`config.mk`:
```
export PLATFORM = sky130hd
export DESIGN_NAME = card_stat_irq
export DESIGN_NICKNAME = d
export VERILOG_FILES = /design/src/rtl/card_stat_pkg.sv /design/src/rtl/card_sync.sv /design/src/rtl/card_edge_det.sv /design/src/rtl/card_chg_flags.sv /design/src/rtl/card_stat_irq.sv
export SDC_FILE = /design/constraint.sdc
export NUM_CORES = 1
export LEC_CHECK = 0
export ABC_AREA = 1
export BUFFER_PORTS_ARGS = -buffer_cell sky130_fd_sc_hd__buf_2
export CORE_ASPECT_RATIO = 1.25
export CORE_MARGIN = 1.5
export CORE_UTILIZATION = 30
export DETAILED_ROUTE_END_ITERATION = 8
export GPL_TIMING_DRIVEN = 0
export HOLD_SLACK_MARGIN = 0.03
export SETUP_SLACK_MARGIN = 0.05
export SLEW_MARGIN = 20
export SYNTH_ARGS = -nofsm -noshare
export SYNTH_HDL_FRONTEND = slang
export SYNTH_SLANG_ARGS = --single-unit
export TNS_END_PERCENT = 50
```
`constraint.sdc`:
```
create_clock -name clk -period 1.2 [get_ports clk]
set_input_delay 0.18 -clock clk [delete_from_list [all_inputs] [get_ports clk]]
set_output_delay 0.18 -clock clk [all_outputs]
set_load 0.1 [all_outputs]
```
`src/rtl/card_stat_pkg.sv`:
```
`timescale 1ns/1ps
package card_stat_pkg;
   localparam int unsigned WORD_W  = 16;
   localparam int unsigned NUM_CHG = 6;   // cd, bvd2, bvd1, rdy, wp, timeout
   localparam int unsigned NUM_RAW = 9;   // synchronized pin vector width
   localparam int unsigned CHG_LSB = 8;   // status bit of lowest change flag
   localparam int unsigned EN_LSB  = 6;   // control bit of lowest enable
   localparam int unsigned DG_LSB  = 9;   // diag bit of lowest override value
   localparam int unsigned NUM_DG  = 6;   // cd1, bvd2, bvd1, rdy, wp, wait

   typedef enum logic [1:0] {
      SEL_CTRL = 2'd0,
      SEL_DIAG = 2'd1,
      SEL_STAT = 2'd2,
      SEL_NONE = 2'd3
   } reg_sel_e;
endpackage

```
`src/rtl/card_sync.sv`:
```
`timescale 1ns/1ps
module card_sync #(
   parameter int unsigned W      = 9,
   parameter int unsigned STAGES = 2
) (
   input  logic         clk,
   input  logic         rst_n,
   input  logic [W-1:0] d_i,
   output logic [W-1:0] q_o
);
   logic [STAGES-1:0][W-1:0] chain_q;

   generate
      if (STAGES < 2) begin : g_bad_stages
         $error("card_sync needs at least two stages");
      end
      for (genvar s = 0; s < STAGES; s++) begin : g_stage
         always_ff @(posedge clk or negedge rst_n) begin
            if (!rst_n) chain_q[s] <= '0;
            else if (s == 0) chain_q[s] <= d_i;
            else chain_q[s] <= chain_q[(s == 0) ? 0 : s-1];
         end
      end
   endgenerate

   assign q_o = chain_q[STAGES-1];
endmodule

```
`src/rtl/card_edge_det.sv`:
```
`timescale 1ns/1ps
module card_edge_det #(
   parameter int unsigned W = 6
) (
   input  logic         clk,
   input  logic         rst_n,
   input  logic [W-1:0] lvl_i,
   output logic [W-1:0] edge_o
);
   logic [W-1:0] prev_q;

   always_ff @(posedge clk or negedge rst_n) begin
      if (!rst_n) prev_q <= '0;
      else        prev_q <= lvl_i;
   end

   assign edge_o = lvl_i ^ prev_q;
endmodule

```
`src/rtl/card_chg_flags.sv`:
```
`timescale 1ns/1ps
module card_chg_flags #(
   parameter int unsigned N = 6
) (
   input  logic         clk,
   input  logic         rst_n,
   input  logic [N-1:0] set_i,
   input  logic [N-1:0] clr_i,
   output logic [N-1:0] flags_o
);
   logic [N-1:0] flags_q;

   generate
      for (genvar i = 0; i < N; i++) begin : g_flag
         always_ff @(posedge clk or negedge rst_n) begin
            if (!rst_n)        flags_q[i] <= 1'b0;
            else if (set_i[i]) flags_q[i] <= 1'b1;
            else if (clr_i[i]) flags_q[i] <= 1'b0;
         end
      end
   endgenerate

   assign flags_o = flags_q;


   set_wins_chk: assert property (@(posedge clk) disable iff (!rst_n)
      (set_i != '0) |=> ((flags_o & $past(set_i)) == $past(set_i)));


   clr_one_chk: assert property (@(posedge clk) disable iff (!rst_n)
      ((clr_i & ~set_i) != '0) |=> ((flags_o & $past(clr_i & ~set_i)) == '0));


   flag_hold_chk: assert property (@(posedge clk) disable iff (!rst_n)
      (set_i == '0 && clr_i == '0) |=> $stable(flags_o));
endmodule

```
`src/rtl/card_stat_irq.sv`:
```
`timescale 1ns/1ps
module card_stat_irq
   import card_stat_pkg::*;
#(
   parameter int unsigned SYNC_STAGES = 2,
   parameter int unsigned NUM_HOST    = 2
) (
   input  logic              clk,
   input  logic              rst_n,
   input  logic [1:0]        cd_pin,
   input  logic [1:0]        bvd_pin,
   input  logic              rdy_pin,
   input  logic              wp_pin,
   input  logic              wait_pin,
   input  logic              pwr_good,
   input  logic              card_irq,
   input  logic              acc_timeout,
   input  logic [1:0]        reg_sel,
   input  logic              reg_wr,
   input  logic [WORD_W-1:0] reg_wdata,
   output logic [WORD_W-1:0] reg_rdata,
   output logic [NUM_HOST-1:0] host_irq_n
);
   generate
      if (NUM_HOST != 2) begin : g_bad_host
         $error("card_stat_irq routes to exactly two host lines");
      end
   endgenerate

   // synchronized raw vector: 0 cd1,1 cd2,2 bvd1,3 bvd2,4 rdy,5 wp,6 wait,7 pwr,8 irq
   logic [NUM_RAW-1:0] raw_s;
   card_sync #(.W(NUM_RAW), .STAGES(SYNC_STAGES)) i_sync (
      .clk   (clk),
      .rst_n (rst_n),
      .d_i   ({card_irq, pwr_good, wait_pin, wp_pin, rdy_pin, bvd_pin[1], bvd_pin[0], cd_pin[1], cd_pin[0]}),
      .q_o   (raw_s)
   );

   // control and diagnostic registers
   logic               mode_io_q, io_route_q, io_en_q, sc_route_q;
   logic [NUM_CHG-1:0] chg_en_q;
   logic               diag_en_q;
   logic [NUM_DG-1:0]  diag_val_q;   // cd1, bvd2, bvd1, rdy, wp, wait

   wire wr_ctrl = reg_wr && (reg_sel_e'(reg_sel) == SEL_CTRL);
   wire wr_diag = reg_wr && (reg_sel_e'(reg_sel) == SEL_DIAG);
   wire wr_stat = reg_wr && (reg_sel_e'(reg_sel) == SEL_STAT);

   always_ff @(posedge clk or negedge rst_n) begin
      if (!rst_n) begin
         mode_io_q  <= 1'b0;
         io_route_q <= 1'b0;
         io_en_q    <= 1'b0;
         sc_route_q <= 1'b0;
         chg_en_q   <= '0;
      end else if (wr_ctrl) begin
         mode_io_q  <= reg_wdata[0];
         io_route_q <= reg_wdata[3];
         io_en_q    <= reg_wdata[4];
         chg_en_q   <= reg_wdata[EN_LSB +: NUM_CHG];
         sc_route_q <= reg_wdata[12];
      end
   end

   always_ff @(posedge clk or negedge rst_n) begin
      if (!rst_n) begin
         diag_en_q  <= 1'b0;
         diag_val_q <= '0;
      end else if (wr_diag) begin
         diag_en_q  <= reg_wdata[8];
         diag_val_q <= reg_wdata[DG_LSB +: NUM_DG];
      end
   end

   // effective levels after optional override
   logic eff_cd1, eff_bvd2, eff_bvd1, eff_rdy, eff_wp, eff_wait;
   always_comb begin
      eff_cd1  = diag_en_q ? diag_val_q[5] : raw_s[0];
      eff_bvd2 = diag_en_q ? diag_val_q[4] : raw_s[3];
      eff_bvd1 = diag_en_q ? diag_val_q[3] : raw_s[2];
      eff_rdy  = diag_en_q ? diag_val_q[2] : raw_s[4];
      eff_wp   = diag_en_q ? diag_val_q[1] : raw_s[5];
      eff_wait = diag_en_q ? diag_val_q[0] : raw_s[6];
   end

   logic [5:0] lvl_edge;
   card_edge_det #(.W(6)) i_edge (
      .clk    (clk),
      .rst_n  (rst_n),
      .lvl_i  ({raw_s[1], eff_cd1, eff_bvd2, eff_bvd1, eff_rdy, eff_wp}),
      .edge_o (lvl_edge)
   );

   logic [NUM_CHG-1:0] chg_set, chg_clr, chg_flags;
   assign chg_set = {lvl_edge[5] | lvl_edge[4], lvl_edge[3:0], acc_timeout};
   assign chg_clr = wr_stat ? reg_wdata[CHG_LSB +: NUM_CHG] : '0;

   card_chg_flags #(.N(NUM_CHG)) i_flags (
      .clk     (clk),
      .rst_n   (rst_n),
      .set_i   (chg_set),
      .clr_i   (chg_clr),
      .flags_o (chg_flags)
   );

   logic sc_post, io_post;
   assign sc_post = |(chg_flags & chg_en_q);
   assign io_post = mode_io_q & raw_s[8];

   logic [WORD_W-1:0] ctrl_word, diag_word, stat_word;
   assign ctrl_word = {3'b000, sc_route_q, chg_en_q, 1'b0, io_en_q, io_route_q, 2'b00, mode_io_q};
   assign diag_word = {1'b0, diag_val_q, diag_en_q, 8'h00};
   assign stat_word = {io_post, sc_post, chg_flags,
                       raw_s[1], eff_cd1, eff_bvd2, eff_bvd1, eff_rdy, eff_wp, eff_wait, raw_s[7]};

   always_comb begin
      case (reg_sel_e'(reg_sel))
         SEL_CTRL: reg_rdata = ctrl_word;
         SEL_DIAG: reg_rdata = diag_word;
         SEL_STAT: reg_rdata = stat_word;
         default:  reg_rdata = '0;
      endcase
   end

   generate
      for (genvar k = 0; k < NUM_HOST; k++) begin : g_host
         assign host_irq_n[k] = ~((sc_post && (sc_route_q == 1'(k))) ||
                                  (io_post && io_en_q && (io_route_q == 1'(k))));
      end
   endgenerate


   quiet_lines_chk: assert property (@(posedge clk) disable iff (!rst_n)
      (chg_flags == '0 && !raw_s[8]) |-> (host_irq_n == 2'b11));


   mem_only_b15_chk: assert property (@(posedge clk) disable iff (!rst_n)
      (!mode_io_q && reg_sel_e'(reg_sel) == SEL_STAT) |-> !reg_rdata[15]);


   diag_cd1_chk: assert property (@(posedge clk) disable iff (!rst_n)
      (diag_en_q && reg_sel_e'(reg_sel) == SEL_STAT) |-> (reg_rdata[6] == diag_val_q[5]));
endmodule

```
==> key figures <==
Outcome
  – Outcome: finished with violations
  – Failing checks: negative setup slack

Layout
  – Share of post-route cells with drive strength above 1: 44.3%
  – Final net count: 329
  – Area Overhead vs Synth: 60.7%
  – Design area: 3120 sq um
  – Commonest non-fill, non-tap cell in the layout: nand2_1
  – Most frequent cells in the layout: nand2_1, dfrtp_1, buf_2
  – FILL cells: 603
  – Finished Core Util: 50.3%
  – Ant. Diodes: 0

Logic synthesis
  – Synth Net Count: 245
  – Synthesized area: 1940 sq um
  – Unique masters post-synth: 24
  – Cell count after synthesis: 214
  – Register area share after synthesis: 60.5%
  – Ys Warns: 0
  – Register bit total from synthesis: 47
  – Synthesized area per cell: 9.08 sq um

Route
  – Drt wl/cell: 14.1 microns
  – Drt pass-1 iters: 4
  – DRC viols: 0
  – Via density per instance: 4.55
  – Drt total wl: 5380 microns
  – DR vias: 1742
  – Initial DRC Count: 70
  – Routed Antenna Nets: 0

Global routing
  – GRT met2 Usage: 27.7%
  – Vias in the first global route: 1729
  – GRT Resource Usage Total: 16.8%
  – Busiest grt layer: met2
  – Initial antenna violation count: 0
  – Met3 Usage GRT: 3.45%
  – Maximum number of pins on one net before global-route repair: 48
  – Grt ovf: 0
  – First-pass GRT wire length: 8590 microns
  – Met1 track demand over resource: 21.7%

Clocking
  – CTS tree: yes
  – Root Driver: clkbuf_8
  – Clock slew at reported path FFs: 0.09 ns
  – Latest clock arrival within the worst-skew pair: 0.31 ns
  – CTS buffer count: 5
  – CTS max path bufs: 2
  – TritonCTS Sinks: 47
  – H-tree depth: 2

Pwr
  – Gate power share: 37.9%
  – Design Power: 0.00485 W
  – Int Pwr: 0.00307 W
  – Leakage power: 1.52 nW
  – Switching Share: 36.7%
  – P_sw: 0.00178 W
  – Worst VDD drop: 909 uV
  – Share of total power in the clock network: 23.3%
  – Sequential Power Share: 38.8%
  – Pwr dens: 1550 nW/um^2

Critical path
  – CP max FO: 3
  – Setup slack, reg-to-reg: -0.18 ns
  – Crit path kind: reg2out
  – Critical path capture point type: output port
  – CP arrival: 1.47 ns
  – Crit Reg-Reg Startpoint: diag_en_q
  – Crit path required time: 1.02 ns
  – CP startpoint kind: flop
  – Worst Reg-to-Reg Cells: 10
  – R2r endpoint: i_flags.flags_o[5]

Hold path
  – Hold Path Origin: acc_timeout
  – Hold WC Path Type: in2reg
  – Worst hold endpoint: i_flags.flags_o[0]
  – WHS Path Cells: 2

Timing
  – Fin. Hold Viols: 0
  – Tcrit/Tclk final: 137%
  – Fmax: 607 MHz
  – Setup-failing EPs final: 21
  – Worst-case clock skew: 0.0109 ns
  – Slew Limit Fails: 0
  – Worst-Margin Slew: 0.605 ns
  – Final min period: 1.65 ns
  – Worst Slack Setup Final: -0.448 ns
  – Slew Limit Headroom: 59.6%
  – Setup TNS: -5.43 ns
  – RSZ-0062 raised after global routing: yes

Floorplanning
  – Area of the die: 6970 sq um
  – Area of the core: 6210 sq um
  – Die Y: 93.0 microns
  – IO Count: 49
  – Row cnt: 32
  – Initial Util: 31.3%
  – Horiz. Die Dim: 75.0 microns

Placement
  – Post-DP HPWL: 3450 microns
  – Placed cell area: 2380 sq um
  – Placer Congestion: 0.827
  – Port Buffer Count: 44

Run
  – Max Cap Viol: 0
[flip-flops by register name (all words and copies together), names as in the netlist]
name	cells
i_sync.chain_q	9
i_sync.q_o	9
chg_en_q	6
diag_val_q	6
i_edge.prev_q	6
i_flags.flags_o	6
diag_en_q	1
io_en_q	1
io_route_q	1
mode_io_q	1
sc_route_q	1
[power by group through the flow]
| stage | logic [W] | registers [W] | clock network [W] |
|---|---|---|---|
| 2_1_floorplan | 0.00102 | 0.00187 | 0 |
| 3_3_place_gp | 0.00124 | 0.00190 | 0 |
| 3_5_place_dp | 0.00125 | 0.00191 | 0 |
| 4_1_cts | 0.00169 | 0.00188 | 0.00117 |
| 5_1_grt | 0.00196 | 0.00191 | 0.00120 |
| 6_report | 0.00184 | 0.00188 | 0.00113 |
[stage by stage]
stage | instances | setup WS [ns] | hold slack [ns]
2_1_floorplan | 214 | -0.864 | -0.116
3_3_place_gp | 343 | -0.538 | 0.287
3_5_place_dp | 343 | -0.520 | 0.289
4_1_cts | 377 | -0.465 | 0.0761
5_1_grt | 383 | -0.503 | 0.0800
6_report | 383 | -0.448 | 0.0877
[layout make-up]
cell class	count	area, sq um	share of cell area, %
flip-flops and latches	47	1180	37.7
multi-input cells	135	846	27.1
repair buffers	77	746	23.9
inverters	28	109	3.49
well taps	85	106	3.41
clock buffers	6	72.6	2.32
plain buffers	4	35.0	1.12
clock inverters	1	30.0	0.962
[worst max-delay path by stage]
stage,start,end,depth (start not counted)
floorplan,sc_route_q,reg_rdata[12],2
global placement,reg_sel[0],reg_rdata[8],5
detailed placement,reg_sel[0],reg_rdata[8],5
CTS,diag_en_q,reg_rdata[5],6
global route,chg_en_q[2],host_irq_n[1],6
finish,chg_en_q[2],host_irq_n[1],6
[cell families after synthesis]
group,count (synthesis),share of synthesized area (%)
compound gates,35,11.2
xor+xnor,1,0.451
buf+inv,32,6.82
flops,47,60.5
simple gates,99,21.0
[timing repair]
action / CTS / global route
endpoints found under the setup margin: 21 / 22
gates resized for setup: 86 / 22
hold buffers: 9 / 1
endpoints found under the hold margin: 9 / 47
pin swaps: 16 / 13
buffers inserted: 19 / 7
[layer usage]
metal / up-vias / share of wire (%)
li1: 846 / -
met3: 10 / 3.4
met5: - / 0
met1: 842 / 42
met4: 0 / 1.8
met2: 44 / 53
[cells in the mapped netlist (all sizes together)]
cell    count  area (sq um)
o221ai      1          8.76
clkinv      1          5.00
inv        27           101
o21ai      23           138
nand2      74           290
o21bai      1          7.51
nand3      11          55.1
o211ai      2          15.0
nor2       14          62.6
xnor2       1          8.76
o22ai       1          6.26
a21oi       6          33.8
dfrtp      47          1180
a22o        1          8.76
buf         4          26.3
[critical path, cell delays in order (launching register included)]
cell and delay (ns):
dfrtp_1 0.41, nand2_1 0.06, nand2_1 0.06, nor2_2 0.11, nand2_2 0.11, a21oi_2 0.19
buf_8 0.21
(Power assumes the default switching activity.)
